`src/rtl/sdx_fifo_pkg.sv`:
```
package sdx_fifo_pkg;

   typedef enum logic {
      DIR_TX = 1'b0,
      DIR_RX = 1'b1
   } xfer_dir_e;

   typedef struct packed {
      logic empty;
      logic half_empty;
      logic half_full;
      logic full;
      logic avail;
   } fifo_flags_t;

endpackage

```
`src/rtl/sdx_fifo_store.sv`:
```
module sdx_fifo_store #(
   parameter int DATA_W = 32,
   parameter int DEPTH  = 16,
   localparam int PTR_W = (DEPTH > 1) ? $clog2(DEPTH) : 1,
   localparam int CNT_W = $clog2(DEPTH + 1)
) (
   input  logic              clk,
   input  logic              rst_n,
   input  logic              flush,
   input  logic              wr_en,
   input  logic [DATA_W-1:0] wr_data,
   input  logic              rd_en,
   output logic [DATA_W-1:0] rd_data,
   output logic [CNT_W-1:0]  level
);

   logic [DATA_W-1:0] mem [DEPTH];
   logic [PTR_W-1:0]  wr_ptr, rd_ptr, wr_nxt, rd_nxt;

   // pointer wrap: free-running for power-of-two depths, compare otherwise
   generate
      if ((DEPTH & (DEPTH - 1)) == 0) begin : g_pow2
         assign wr_nxt = wr_ptr + PTR_W'(1);
         assign rd_nxt = rd_ptr + PTR_W'(1);
      end else begin : g_wrap
         assign wr_nxt = (wr_ptr == PTR_W'(DEPTH - 1)) ? '0 : wr_ptr + PTR_W'(1);
         assign rd_nxt = (rd_ptr == PTR_W'(DEPTH - 1)) ? '0 : rd_ptr + PTR_W'(1);
      end
   endgenerate

   always_ff @(posedge clk) begin
      if (wr_en) mem[wr_ptr] <= wr_data;
   end

   always_ff @(posedge clk or negedge rst_n) begin
      if (!rst_n) begin
         wr_ptr <= '0;
         rd_ptr <= '0;
         level  <= '0;
      end else if (flush) begin
         wr_ptr <= '0;
         rd_ptr <= '0;
         level  <= '0;
      end else begin
         if (wr_en) wr_ptr <= wr_nxt;
         if (rd_en) rd_ptr <= rd_nxt;
         case ({wr_en, rd_en})
            2'b10:   level <= level + CNT_W'(1);
            2'b01:   level <= level - CNT_W'(1);
            default: level <= level;
         endcase
      end
   end

   assign rd_data = mem[rd_ptr];

endmodule

```
`src/rtl/sdx_fifo_flags.sv`:
```
module sdx_fifo_flags
   import sdx_fifo_pkg::*;
#(
   parameter int DEPTH = 16,
   localparam int CNT_W = $clog2(DEPTH + 1),
   localparam int HALF  = DEPTH / 2
) (
   input  logic        enable,
   input  logic [CNT_W-1:0] level,
   output fifo_flags_t flags
);

   fifo_flags_t raw;

   always_comb begin
      raw.empty      = (level == '0);
      raw.full       = (level == CNT_W'(DEPTH));
      raw.avail      = (level != '0);
      raw.half_full  = (level >= CNT_W'(HALF));
      raw.half_empty = (level <= CNT_W'(DEPTH - HALF));
      flags          = enable ? raw : '0;
   end

endmodule

```
`src/rtl/sdx_xfer_count.sv`:
```
module sdx_xfer_count #(
   parameter int LEN_W = 16,
   localparam int LEFT_W = LEN_W - 1
) (
   input  logic              clk,
   input  logic              rst_n,
   input  logic              flush,
   input  logic              load,
   input  logic [LEN_W-1:0]  len_bytes,
   input  logic              step,
   output logic [LEFT_W-1:0] words_left
);

   logic [LEN_W:0] padded;

   // round the byte count up to whole 32-bit words
   assign padded = {1'b0, len_bytes} + (LEN_W + 1)'(3);

   always_ff @(posedge clk or negedge rst_n) begin
      if (!rst_n) begin
         words_left <= '0;
      end else if (flush) begin
         words_left <= '0;
      end else if (load) begin
         words_left <= padded[LEN_W:2];
      end else if (step && (words_left != '0)) begin
         words_left <= words_left - LEFT_W'(1);
      end
   end

endmodule

```
`src/rtl/sdx_data_fifo.sv`:
```
module sdx_data_fifo
   import sdx_fifo_pkg::*;
#(
   parameter int DATA_W = 32,
   parameter int DEPTH  = 16,
   parameter int LEN_W  = 16,
   localparam int HALF   = DEPTH / 2,
   localparam int CNT_W  = $clog2(DEPTH + 1),
   localparam int LEFT_W = LEN_W - 1
) (
   input  logic              clk,
   input  logic              rst_n,
   input  logic              path_en,
   input  logic              dir_rx,
   input  logic              len_load,
   input  logic [LEN_W-1:0]  len_bytes,
   input  logic              host_wr,
   input  logic [DATA_W-1:0] host_wdata,
   input  logic              host_rd,
   input  logic              card_push,
   input  logic [DATA_W-1:0] card_wdata,
   input  logic              card_pop,
   output logic [DATA_W-1:0] fifo_head,
   output logic              fl_empty,
   output logic              fl_half_empty,
   output logic              fl_half_full,
   output logic              fl_full,
   output logic              fl_avail,
   output logic [LEFT_W-1:0] words_left,
   output logic              dma_req,
   output logic              overrun,
   output logic              underrun
);

   // elaboration-time parameter checks
   generate
      if (DEPTH < 4 || (DEPTH % 2) != 0) begin : g_bad_depth
         $error("sdx_data_fifo: DEPTH must be even and at least 4");
      end
      if (LEN_W < 4 || LEN_W > 32) begin : g_bad_len
         $error("sdx_data_fifo: LEN_W must lie in 4..32");
      end
      if (DATA_W < 1) begin : g_bad_data
         $error("sdx_data_fifo: DATA_W must be positive");
      end
   endgenerate

   xfer_dir_e   dir;
   fifo_flags_t flg;
   logic [CNT_W-1:0]  level;
   logic [DATA_W-1:0] wr_data;
   logic host_wr_ok, host_rd_ok, card_push_ok, card_pop_ok;
   logic wr_en, rd_en, flush, wm_hit, enough_left;
   logic overrun_q, underrun_q;

   assign dir   = xfer_dir_e'(dir_rx);
   assign flush = !path_en;

   always_comb begin
      host_wr_ok   = path_en && (dir == DIR_TX) && host_wr   && !flg.full;
      card_pop_ok  = path_en && (dir == DIR_TX) && card_pop  && !flg.empty;
      card_push_ok = path_en && (dir == DIR_RX) && card_push && !flg.full;
      host_rd_ok   = path_en && (dir == DIR_RX) && host_rd   && !flg.empty;
      wr_en        = host_wr_ok  || card_push_ok;
      rd_en        = card_pop_ok || host_rd_ok;
      wr_data      = (dir == DIR_RX) ? card_wdata : host_wdata;
   end

   sdx_fifo_store #(
      .DATA_W (DATA_W),
      .DEPTH  (DEPTH)
   ) u_store (
      .clk     (clk),
      .rst_n   (rst_n),
      .flush   (flush),
      .wr_en   (wr_en),
      .wr_data (wr_data),
      .rd_en   (rd_en),
      .rd_data (fifo_head),
      .level   (level)
   );

   sdx_fifo_flags #(
      .DEPTH (DEPTH)
   ) u_flags (
      .enable (path_en),
      .level  (level),
      .flags  (flg)
   );

   sdx_xfer_count #(
      .LEN_W (LEN_W)
   ) u_count (
      .clk        (clk),
      .rst_n      (rst_n),
      .flush      (flush),
      .load       (len_load),
      .len_bytes  (len_bytes),
      .step       (host_wr_ok || host_rd_ok),
      .words_left (words_left)
   );

   // burst request: one half-depth burst fits and is still owed
   assign wm_hit      = (dir == DIR_RX) ? flg.half_full : flg.half_empty;
   assign enough_left = (32'(words_left) >= 32'(HALF));
   assign dma_req     = path_en && wm_hit && enough_left;

   always_ff @(posedge clk or negedge rst_n) begin
      if (!rst_n) begin
         overrun_q  <= 1'b0;
         underrun_q <= 1'b0;
      end else begin
         overrun_q  <= path_en && (dir == DIR_RX) && card_push && flg.full;
         underrun_q <= path_en && (dir == DIR_TX) && card_pop  && flg.empty;
      end
   end

   assign overrun       = overrun_q;
   assign underrun      = underrun_q;
   assign fl_empty      = flg.empty;
   assign fl_half_empty = flg.half_empty;
   assign fl_half_full  = flg.half_full;
   assign fl_full       = flg.full;
   assign fl_avail      = flg.avail;

endmodule

```
`config.mk`:
```
export PLATFORM = sky130hd
export DESIGN_NAME = sdx_data_fifo
export DESIGN_NICKNAME = d
export VERILOG_FILES = /design/src/rtl/sdx_fifo_pkg.sv /design/src/rtl/sdx_fifo_store.sv /design/src/rtl/sdx_fifo_flags.sv /design/src/rtl/sdx_xfer_count.sv /design/src/rtl/sdx_data_fifo.sv
export SDC_FILE = /design/constraint.sdc
export NUM_CORES = 1
export LEC_CHECK = 0
export BUFFER_PORTS_ARGS = -buffer_cell sky130_fd_sc_hd__buf_2
export CAP_MARGIN = 0
export CORE_MARGIN = 3
export CORE_UTILIZATION = 35
export DETAILED_ROUTE_END_ITERATION = 10
export PLACE_DENSITY_LB_ADDON = 0.25
export SKIP_LAST_GASP = 1
export SYNTH_ARGS = -nofsm -noshare
export SYNTH_HDL_FRONTEND = slang
export SYNTH_SLANG_ARGS = --single-unit
```
`constraint.sdc`:
```
create_clock -name clk -period 3.35 [get_ports clk]
set_input_delay 0.67 -clock clk [delete_from_list [all_inputs] [get_ports clk]]
set_output_delay 0.67 -clock clk [all_outputs]
set_load 0.02 [all_outputs]
```
# After elaboration in Yosys (flattened, before gate mapping)
# Memories as Yosys holds them, arrays and structs flattened.
# Cells that the tools add are included.
# totals
reg_bits	30
latchBits	0
ram_bits	512
rom_bits	0
inputBits	89
word_cells	61
mem_count	1
# mem_list
memory	words	width	rd	rd_clocked_by_memory_dff	write_ports	line_no	rtl
u_store.mem	16	32	1	0	1	sdx_fifo_store.sv:17	logic [DATA_W-1:0] mem [DEPTH];
# op_classes
n_addsub	6
multipliers	0
div_mod_pow	0
order_cmp	3
n_eq_ne	7
n_shift	0
mux	14
bitwise_logic	1
n_reduce_logical	23
# ops
operator	count
$mux 15	3
$mux 32	1
$add 16x2->17 const B	1
$mux 4	4
$ge 15x4->1 const B	1
$logic_and 1x1->1	15
$reduce_bool 15->1	1
$sub 15x1->15 const B	1
$mux 5	2
$pmux 5 s2	1
$add 4x1->4 const B	2
$ne 3x1->1 const B	2
$add 5x1->5 const B	1
$eq 5x5->1 const B	1
$ge 5x4->1 const B	1
$le 5x4->1 const B	1
$logic_not 5->1	1
$reduce_bool 5->1	1
$sub 5x1->5 const B	1
$ne 2x1->1 const B	2
$logic_or 1x1->1	3
$mux 1	3
$eq 2x1->1 const B	1
$eq 2x2->1 const B	1
other kinds (2)	3

# Depth between registers and ports, before layout
# Gate-level depths: netlist (run 1).
# logic_depth
depth_word	9
ltp_mapped	12

# By module
# Synthesis (run 1) repeated with hierarchy kept, for this count alone.
# unflattened
cells_unflattened	1106
hier_area_um2	21969.8
# by_module_without_submodules
mod	instances	cells_each	area_each_um2	seq_area_each_um2
sdx_fifo_store	1	881	19979.2	15700.1
sdx_xfer_count	1	160	1385.1	375.4
sdx_data_fifo	1	56	550.5	50.0
sdx_fifo_flags	1	9	55.1	0.0

# Least setup slack after synthesis (run 1)
# No wires, ideal clock.
# synth_path
kind	reg2out
startpoint	reg u_store.rd_ptr[0]
endpoint	out fifo_head[13]
arrival_ns	2.278
path_slack_ns	0.402
stages_incl_launch_ff	6
path_buffers	3
cell_sequence	dfrtp_1 -> clkbuf_1 -> buf_2 -> buf_1 -> mux4_2 -> mux4_2
# synth_via
elab_chain_cells	1
# synth_rtl
item	line_no	rtl
start, declared	sdx_fifo_store.sv:18	logic [PTR_W-1:0] wr_ptr, rd_ptr, wr_nxt, rd_nxt;
start signal, assigned	sdx_fifo_store.sv:46	if (rd_en) rd_ptr <= rd_nxt;
$mem_v2 16x32	--	
end, declared	sdx_data_fifo.sv:23	output logic [DATA_W-1:0] fifo_head,
# No other way between the ends.

# Worst setup path in the final report (run 1)
# layout_path
startpoint	reg u_store.rd_ptr[0]
endpoint	out fifo_head[27]
# The elaborated chain is that of the path after synthesis.

==> qor.txt, run 1 <==
Rel. slew slack: 29.2%
CTS Sinks: 542
Ant diodes: 0
RePlAce Congestion: 0.782
R2R Path Start: u_store.level[0]
Die area: 0.0657 mm²
Setup crit start kind: flop
Setup_tns: -4.42 ps
Fmax: 0.298 GHz
Vias per cell: 5.25
Avg Cell Area, Syn: 21.1 µm²
Initial antenna violation count: 0
CTS tree: built
Syn Std Cell Area: 0.0219 mm²
Core ar.: 0.0618 mm²
I/O Pins: 144
Pin count of the biggest net entering global routing: 31
HPWL after DPL: 29.1 mm
Number of global-route vias before repair: 11,600
Overflow after GRT: 0
RSZ-0062 raised after global routing: true
CP max stage delay: 530 ps
Top-area cell type share of the netlist area: 70.1%
Worst-path fanout max: 8
Final Max Tran Viols: 0
Fraction of layout cells with a size suffix above 1: 39.3%
P_leak: 8.48 nW
Post-synth EDFFs: 512
Worst slew pin tran: 1060 ps
#FFs+latches synth: 542
Setup violators final: 3
Worst path slowest cell: mux4_2
Fillers: 5,356
Crit path buf inv count: 3
Critical path startpoint: u_store.rd_ptr[0]
GRT Overall Usage: 15.9%
First-pass GRT wire length: 77.8 mm
H-Tree Depth: 2
DRT Wirelength: 52.2 mm
Yosys warns: 0
CP top delay family: multiplexers
Fin crit share: 100%
Place WS: 491 ps
Dpl cells: 2,012
Clock buffer depth: 3
Max cap viols: 0
Routed WL per cell: 24.5 µm
Synth area leader: edfxtp_1
Reg-to-reg setup timing slack: 520 ps
Iter 0 DRT Violations: 960
Worst hold path class: input pin to async pin
Tmin final: 3350 ps
Most frequent cell after synthesis: edfxtp_1
Final Hold Vio Count: 0
DIE HEIGHT: 256 µm
Cell breakdown of the critical path: clkbuf_16 > buf_16 > mux4_2 > mux4_2 > buf_2
Worst skew pair latency: 600 ps
Setup ws final: -3.20 ps
CTS clk-pin slew, worst paths: 60 ps
CP required: 2680 ps
Post-Syn Nets: 1,136
CTS Buf Count: 56
Post-synth ARST share: 5.54%
Setup Skew: 16.1 ps
Most frequent cells after synthesis: edfxtp_1 (512), mux4_2 (160), clkbuf_1 (37)
Ranking of synthesized cells by area: edfxtp_1 (70%), mux4_2 (16%), dfrtp_1 (3.4%)
Initial core utilization: 35.5%
Peak VDD IR: 0.368 mV
Routed via count: 11,200
Clock root cell: clkbuf_16
Antenna viol nets, final: 0
Utilization after layout: 42.4%
Status: complete, but fails checks
IO buf count: 143
Final net count: 1,347
Ys flop type: edfxtp_1
# hold bufs at CTS: 0
Failing checks: setup timing
Die X-Extent: 256 µm
Area Overhead vs Synth: 19.5%
Final Non-Filler Cells: 2,130
Pwr per Cell Area: 593 mW/mm²
Post-synthesis sequential area ratio: 73.5%
Critical Path AT: 2680 ps
# rows: 91
Count of cell types in the netlist: 57
Crit path capture type: output port
Pre-antenna DRT Iters: 5
Cells after synthesis: 1,038
Most used cell, CP: mux4_2
DRC: 0
Setup Crit Path Kind: flop to output port
==> state kept, by name, indices dropped and copies added (netlist names) <==
register	flops
overrun	1
u_count.words_left	15
u_store.level	5
u_store.mem	512
u_store.rd_ptr	4
u_store.wr_ptr	4
underrun	1
==> area by class of cell <==
cell class | instances | area, µm² | area share (%)
Clock inverter | 32 | 289 | 1.10
Multi-Input combinational cell | 425 | 5530 | 21.1
Sequential cell | 542 | 16100 | 61.6
Tap cell | 837 | 1050 | 4.00
Inverter | 12 | 45.0 | 0.172
Clock buffer | 70 | 1450 | 5.55
Timing Repair Buffer | 212 | 1700 | 6.48
==> timing repair <==
item / 4_1_cts / 5_1_grt
buffers inserted: 6 / 1
gates resized for setup: 10 / 32
setup endpoints to repair: 32 / 28
cloned: 5 / 4
==> final timing paths <==
check | endpoint | cells after the start
min in group clk | underrun | 2
max reg2reg | u_store.level[4] | 9
max in group asynchronous | u_store.rd_ptr[0] | 1
max | fifo_head[27] | 5
min reg2reg | u_store.wr_ptr[3] | 2
min | u_store.level[1] | 1
==> kinds of logic (layout without fill, tap and decap cells) <==
family | count (synthesis) | after routing | share of synthesized area [%]
AOI/OAI and AO/OA | 61 | 61 | 2.08
xor gates and xnor gates | 19 | 19 | 0.759
adders and majority gates | 9 | 9 | 0.514
buffers and inverters | 71 | 326 | 1.34
DFF | 542 | 542 | 73.5
muxes | 196 | 196 | 18.3
and+or+nand+nor | 140 | 140 | 3.49
==> through the flow <==
step / cell area, µm² / power, mW / hold slack, ps
detailed placement: 24000 / 9.51 / 582
global route: 26200 / 16.2 / 164
CTS: 26000 / 15.6 / 151
floorplan: 21900 / 8.95 / 374
finish: 26200 / 15.5 / 140
global placement: 24000 / 9.49 / 574
==> metal layers <==
metal	up-vias	global-route usage, %	routed length (µm)
met4	0	3.88	938
met1	5952	23.5	24000
met5	-	0	0
met3	67	3.21	2990
li1	4814	-	-
met2	345	24.5	24200
==> where the power goes <==
| group | switching (mW) | internal (mW) |
|---|---|---|
| sequential | 0.0709 | 7.55 |
| clock | 2.52 | 3.39 |
| combinational | 1.00 | 0.987 |
==> cells in the final DEF, fill, tap and decap left out, types with 5 or more instances in the layout <==
cell,instances
or3_1,9
dfrtp_1,26
clkbuf_16,60
mux4_2,160
and4_1,5
nand3_1,12
nand4_1,11
buf_2,129
buf_16,8
nand2_1,18
buf_12,11
clkinv_1,12
inv_1,12
mux2_2,34
nor4_1,6
and2_2,16
xor2_1,10
ha_1,9
edfxtp_1,512
o31a_1,5
and3_1,8
clkinv_2,9
xnor2_1,9
nor2_1,29
buf_4,45
clkbuf_1,14
nor3_1,8
a21oi_1,10
buf_6,14
o21ai_0,8
==> worst reg2reg max path: cells and delay by family (launching register included) <==
family                     cells  cell delay, ps
and+or+nand+nor                5            1390
AOI/OAI and AO/OA              2             600
DFF                            1             430
adders and majority gates      1             220
xor gates and xnor gates       1              90
Power figures use the tool's default switching activity.
==> inputs of run 2 (changes only) <==
--- a/config.mk
+++ b/config.mk
@@ -5,11 +5,11 @@
 export SDC_FILE = /design/constraint.sdc
 export NUM_CORES = 1
 export LEC_CHECK = 0
-export BUFFER_PORTS_ARGS = -buffer_cell sky130_fd_sc_hd__buf_2
 export CAP_MARGIN = 0
 export CORE_MARGIN = 3
 export CORE_UTILIZATION = 35
 export DETAILED_ROUTE_END_ITERATION = 10
+export DONT_BUFFER_PORTS = 1
 export PLACE_DENSITY_LB_ADDON = 0.25
 export SKIP_LAST_GASP = 1
 export SYNTH_ARGS = -nofsm -noshare
==> run 2 against run 1 <==
The run now ends clean; utilization fell by 1.4 points; critical endpoint is now fifo_head[28]; highest routed layer unchanged; clock-buffer cell count fell by 5; flip-flop and latch count did not move; clock power rose by 3.9%; largest power group unchanged.
==> qor.txt, run 2 (synthesis results as in run 1) <==
Worst-path fanout max: 14 (was 8)
HPWL after DPL: 26.4 mm (was 29.1 mm)
Pre-antenna DRT Iters: 5 (unchanged)
Hold path startpoint: len_load
# rows: 91 (unchanged)
Placed instance area: 0.0234 mm² (was 0.0240 mm²)
First-pass GRT wire length: 73.7 mm (was 77.8 mm)
Crit path buf inv count: 2 (was 3)
Biggest register: u_store.mem (unchanged)
CP top delay family: multiplexers (unchanged)
Top Registers: u_store.mem x512, u_count.words_left x15, u_store.level x5 (unchanged)
Vias per cell: 5.30 (was 5.25)
Die X-Extent: 256 µm (unchanged)
Top Layer Used: met4 (unchanged)
CTS clk-pin slew, worst paths: 60 ps (about the same)
Commonest non-fill, non-tap cell in the layout: edfxtp_1 (unchanged)
DIE HEIGHT: 256 µm (unchanged)
Dpl cells: 1,854 (was 2,012)
Die area: 0.0657 mm² (unchanged)
Fmax: 0.309 GHz (was 0.298 GHz)
Most frequent cells in the layout: edfxtp_1 (512), mux4_2 (160), clkbuf_16 (56), mux2_2 (34), buf_12 (30) (was edfxtp_1 (512), mux4_2 (160), buf_2 (129), clkbuf_16 (60), buf_4 (45))
Max cap viols: 0 (unchanged)
CTS Buf Count: 56 (unchanged)
Rel. slew slack: 39.4% (was 29.2%)
Worst skew pair latency: 590 ps (was 600 ps)
Pin count of the biggest net entering global routing: 56 (was 31)
Setup Crit Path Kind: flop to output port (unchanged)
CTS Sinks: 542 (unchanged)
Antenna viol nets, final: 0 (unchanged)
Setup crit start kind: flop (unchanged)
GRT Overall Usage: 15.1% (was 15.9%)
Final net count: 1,183 (was 1,347)
Clock power share: 40.0% (was 38.1%)
Max reg flops: 512 (unchanged)
Number of global-route vias before repair: 11,100 (was 11,600)
H-Tree Depth: 2 (unchanged)
Ant diodes: 0 (unchanged)
Fin crit share: 96.5% (was 100%)
Metal3 WL: 3.19 mm (was 2.99 mm)
IO buf count: 0 (was 143)
Hold slack final: 196 ps (was 140 ps)
Critical path startpoint: u_store.rd_ptr[0] (unchanged)
Met2 Wirelength: 23.1 mm (was 24.2 mm)
Core ar.: 0.0618 mm² (unchanged)
Switching share of power: 22.6% (was 23.2%)
I/O Pins: 144 (unchanged)
CP max stage delay: 630 ps (was 530 ps)
Fraction of layout cells with a size suffix above 1: 30.7% (was 39.3%)
Final Max Tran Viols: 0 (unchanged)
Design Area, Final: 0.0253 mm² (was 0.0262 mm²)
Final Hold Vio Count: 0 (unchanged)
Routed metal-1 wirelength: 22.8 mm (was 24.0 mm)
P_leak: 7.76 nW (was 8.48 nW)
Hold Path Stages: 1
Cell breakdown of the critical path: buf_4 > buf_12 > mux4_2 > mux4_2 (was clkbuf_16 > buf_16 > mux4_2 > mux4_2 > buf_2)
Worst path slowest cell: mux4_2 (unchanged)
DRT Wirelength: 49.8 mm (was 52.2 mm)
Combinational group share of total power: 10.3% (was 12.8%)
RePlAce Congestion: 0.806 (was 0.782)
CTS tree: built (unchanged)
Pwr per Cell Area: 607 mW/mm² (was 593 mW/mm²)
Initial antenna violation count: 0 (unchanged)
Iter 0 DRT Violations: 885 (was 960)
Status: finished clean (was complete, but fails checks)
Setup Skew: 14.0 ps (was 16.1 ps)
Tmin final: 3230 ps (was 3350 ps)
Initial core utilization: 35.5% (unchanged)
R2R Path Start: u_store.level[1] (was u_store.level[0])
Final Non-Filler Cells: 1,967 (was 2,130)
Path depth of the worst reg2reg path: 9 (unchanged)
Critical Path AT: 2560 ps (was 2680 ps)
Routed via count: 10,400 (was 11,200)
Worst hold path class: input pin to flop (was input pin to async pin)
Sequential share of power: 49.7% (was 49.1%)
Worst slew pin tran: 909 ps (was 1060 ps)
Routed WL per cell: 25.3 µm (was 24.5 µm)
Min-Delay Endpoint: u_count.words_left[7]
Peak VDD IR: 0.348 mV (was 0.368 mV)
Most used cell, CP: mux4_2 (unchanged)
Setup_tns: 0 ps (was -4.42 ps)
RSZ-0062 raised after global routing: false (was true)
Area Overhead vs Synth: 15.4% (was 19.5%)
Setup violators final: 0 (was 3)
Sw power: 3.48 mW (was 3.60 mW)
Clock buffer depth: 3 (unchanged)
Reg-to-reg setup timing slack: 560 ps (was 520 ps)
Overflow after GRT: 0 (unchanged)
Post-CTS Resized: 0 (was 10)
Clock root cell: clkbuf_16 (unchanged)
DRC: 0 (unchanged)
Crit path capture type: output port (unchanged)
Total power: 15.4 mW (was 15.5 mW)
CP required: 2680 ps (about the same)
Critical R2R Capture: u_store.level[4] (unchanged)
Fillers: 5,370 (was 5,356)
Internal cell power: 11.9 mW (about the same)
run 2: power by group through the flow:
stage / sequential [mW] / combinational, mW / clock, mW
5_1_grt: 7.65 / 1.72 / 6.59
3_5_place_dp: 7.81 / 1.54 / 0
2_1_floorplan: 7.75 / 1.20 / 0
6_report: 7.64 / 1.58 / 6.14
3_3_place_gp: 7.80 / 1.51 / 0
4_1_cts: 7.64 / 1.62 / 6.30
run 2: area by class of cell:
type,instances,area (µm²),area share (%)
Sequential cell,542,16100,63.8
Multi-Input combinational cell,425,5530,21.8
Clock buffer,65,1440,5.67
Clock inverter,38,375,1.48
Inverter,12,45.0,0.178
Timing Repair Buffer,48,742,2.93
Tap cell,837,1050,4.14
run 2: how the worst max path moves through the flow:
stage                          to  cells past startpoint  slack (ps)
finish              fifo_head[28]                      4         120
floorplan           fifo_head[13]                      5         400
CTS                 fifo_head[28]                      3          50
detailed placement  fifo_head[18]                      3         470
global placement    fifo_head[21]                      3         510
global route        fifo_head[28]                      3          20
run 2: timing repair:
action	CTS	global route
endpoints found under the hold margin	30	0
endpoints found under the setup margin	31	0
setup buffers	8	0
hold buffers	2	0
run 2: layer usage:
metal  GRT usage (%)  vias up
met5               0        -
met4            3.25        0
met3            3.57       61
met2            23.4      319
met1            22.0     5565
li1                -     4477
run 2: through the flow:
| stage | util (%) | setup WS, ps |
|---|---|---|
| detailed placement | 37.8 | 470 |
| floorplan | - | 402 |
| global placement | 37.8 | 505 |
| global route | 40.9 | 19.7 |
| CTS | 40.9 | 52.3 |
| finish | 40.9 | 117 |
run 2: worst register-to-register path, stage by stage, from the launching register on:
cell and delay (ps):
dfrtp_1 410, or3_1 520, o311a_1 350, nor2_1 180, xnor2_1 90, ha_1 220
o31a_1 240, or4_4 420, a21oi_1 140, nor3b_1 60
==> inputs of run 3 (changes only) <==
--- a/config.mk
+++ b/config.mk
@@ -6,6 +6,8 @@
 export NUM_CORES = 1
 export LEC_CHECK = 0
 export CAP_MARGIN = 0
+export CELL_PAD_IN_SITES_DETAIL_PLACEMENT = 0
+export CELL_PAD_IN_SITES_GLOBAL_PLACEMENT = 1
 export CORE_MARGIN = 3
 export CORE_UTILIZATION = 35
 export DETAILED_ROUTE_END_ITERATION = 10
==> run 3 against run 2 <==
Flip-flop and latch count did not move; non-clock buffer count did not move; first-iteration DRC count fell by 8.8%; die area did not move; design area rose by 0.20%; clock power fell by 3%; critical path depth did not move; clock skew rose by 4.5 ps; global-route usage rose by 0.60 points; cell count fell by 0.15%.
==> qor.txt, run 3 (synthesis results as in run 1) <==
Pin count of the biggest net entering global routing: 40 (was 56)
Met2 global-route usage: 26.5% (was 23.4%)
IO buf count: 0 (unchanged)
Crit path capture type: output port (unchanged)
Pre-antenna DRT Iters: 5 (unchanged)
Max cap viols: 0 (unchanged)
Setup ws final: 32.5 ps (was 117 ps)
CTS Buf Count: 56 (unchanged)
Commonest non-fill, non-tap cell in the layout: edfxtp_1 (unchanged)
DRC: 0 (unchanged)
Ant diodes: 0 (unchanged)
Clock buffer depth: 3 (unchanged)
DRT Wirelength: 52.6 mm (was 49.8 mm)
CP max stage delay: 570 ps (was 630 ps)
Sequential share of power: 50.0% (was 49.7%)
Crit path buf inv count: 2 (unchanged)
Overflow after GRT: 0 (unchanged)
Clock root cell: clkbuf_16 (unchanged)
CTS Sinks: 542 (unchanged)
Antenna viol nets, final: 0 (unchanged)
Max reg flops: 512 (unchanged)
Setup Skew: 18.5 ps (was 14.0 ps)
P_leak: 7.78 nW (was 7.76 nW)
CP required: 2680 ps (about the same)
Fraction of layout cells with a size suffix above 1: 30.8% (was 30.7%)
First-pass GRT wire length: 76.4 mm (was 73.7 mm)
Core ar.: 0.0618 mm² (unchanged)
DIE HEIGHT: 256 µm (unchanged)
Design Area, Final: 0.0254 mm² (was 0.0253 mm²)
Combinational group share of total power: 10.8% (was 10.3%)
Final Max Tran Viols: 0 (unchanged)
I/O Pins: 144 (unchanged)
HPWL after DPL: 28.2 mm (was 26.4 mm)
Area Overhead vs Synth: 15.7% (was 15.4%)
Switching share of power: 23.4% (was 22.6%)
H-Tree Depth: 2 (unchanged)
Routing usage on met1: 21.5% (was 22.0%)
Setup violators final: 0 (unchanged)
Tmin final: 3320 ps (was 3230 ps)
Routed via count: 10,500 (was 10,400)
RSZ-0062 raised after global routing: true (was false)
Pwr per Cell Area: 602 mW/mm² (was 607 mW/mm²)
Worst slew pin tran: 866 ps (was 909 ps)
Initial core utilization: 35.5% (unchanged)
GRT Overall Usage: 15.7% (was 15.1%)
Setup Crit Path Kind: flop to output port (unchanged)
Number of global-route vias before repair: 11,200 (was 11,100)
Total power: 15.3 mW (was 15.4 mW)
Die X-Extent: 256 µm (unchanged)
Worst hold path class: input pin to flop (unchanged)
Final Hold Vio Count: 0 (unchanged)
Top Registers: u_store.mem x512, u_count.words_left x15, u_store.level x5 (unchanged)
Fillers: 5,398 (was 5,370)
Final net count: 1,183 (unchanged)
Sw power: 3.57 mW (was 3.48 mW)
RePlAce Congestion: 0.741 (was 0.806)
Cell breakdown of the critical path: buf_12 > clkbuf_16 > mux4_2 > mux4_2 (was buf_4 > buf_12 > mux4_2 > mux4_2)
Hold slack final: 188 ps (was 196 ps)
Placed instance area: 0.0234 mm² (unchanged)
Internal cell power: 11.7 mW (was 11.9 mW)
Place WS: 567 ps (was 470 ps)
Most used cell, CP: mux4_2 (unchanged)
Routed WL per cell: 26.8 µm (was 25.3 µm)
Die area: 0.0657 mm² (unchanged)
CTS tree: built (unchanged)
CTS clk-pin slew, worst paths: 60 ps (about the same)
Vias per cell: 5.36 (was 5.30)
Busiest layer in global routing: met2 (unchanged)
Peak VDD IR: 0.332 mV (was 0.348 mV)
GRT met3 Usage: 2.74% (was 3.57%)
Status: finished clean (unchanged)
Iter 0 DRT Violations: 807 (was 885)
CP top delay family: multiplexers (unchanged)
Fin crit share: 99.0% (was 96.5%)
Worst skew pair latency: 610 ps (was 590 ps)
Rel. slew slack: 42.2% (was 39.4%)
Most frequent cells in the layout: edfxtp_1 (512), mux4_2 (160), clkbuf_16 (61), mux2_2 (34), nor2_1 (29) (was edfxtp_1 (512), mux4_2 (160), clkbuf_16 (56), mux2_2 (34), buf_12 (30))
Critical Path AT: 2650 ps (was 2560 ps)
Biggest register: u_store.mem (unchanged)
Setup crit start kind: flop (unchanged)
Worst-path fanout max: 18 (was 14)
# rows: 91 (unchanged)
Fmax: 0.301 GHz (was 0.309 GHz)
Initial antenna violation count: 0 (unchanged)
Clock power share: 39.1% (was 40.0%)
Worst path slowest cell: mux4_2 (unchanged)
==> run 3: layout make-up <==
class	instances	area (µm²)	share of cell area [%]
inverter	12	45.0	0.178
clock inverter	32	294	1.16
clock buffer	68	1450	5.70
sequential	542	16100	63.6
timing repair buffer	48	863	3.40
multi-input combinational	425	5530	21.8
tap	837	1050	4.13
==> run 3: final timing paths <==
kind,depth (start not counted),start,endpoint,slack [ps]
worst max-delay path,4,u_store.rd_ptr[0],fifo_head[6],30
worst min-delay path,1,len_load,u_count.words_left[7],190
worst max register to register,9,u_store.level[0],u_store.level[4],570
worst min register to register,2,u_store.level[1],u_store.level[1],600
max in group asynchronous,2,rst_n,u_store.rd_ptr[0],2630
min in group asynchronous,2,rst_n,overrun,500
==> run 3: power groups by stage <==
stage	combinational, mW	clock, mW	sequential [mW]
2_1_floorplan	1.20	0	7.75
3_3_place_gp	1.54	0	7.79
5_1_grt	1.79	6.41	7.65
4_1_cts	1.57	6.16	7.65
6_report	1.66	5.98	7.65
3_5_place_dp	1.55	0	7.79
==> run 3: timing repair <==
action                                  CTS  global route
cloned                                    0             5
hold endpoints to repair                 30             0
setup buffers                             0             3
hold buffers                              2             0
endpoints found under the setup margin    3            19
resized for setup                         1             3
==> run 3: layer usage <==
metal | part of all wire, % | vias up
li1 | - | 4475
met1 | 44 | 5712
met2 | 50 | 269
met3 | 4.6 | 76
met4 | 2.0 | 0
met5 | 0 | -
==> run 3: worst reg2reg max path, delay by kind of cell, from the launching register on <==
family                     cells  cell delay (ps)
xor gates and xnor gates       1               90
DFF                            1              430
AOI/OAI and AO/OA              2              600
adders and majority gates      1              220
and+or+nand+nor                5             1380
==> run 3: through the flow <==
| step | setup TNS [ps] | std cells | utilization (%) |
|---|---|---|---|
| floorplan | 0 | 1038 | - |
| global placement | 0 | 1854 | 37.8 |
| detailed placement | 0 | 1854 | 37.8 |
| CTS | -14.5 | 1956 | 40.7 |
| global route | -406 | 1964 | 41.0 |
| finish | 0 | 1964 | 41.0 |
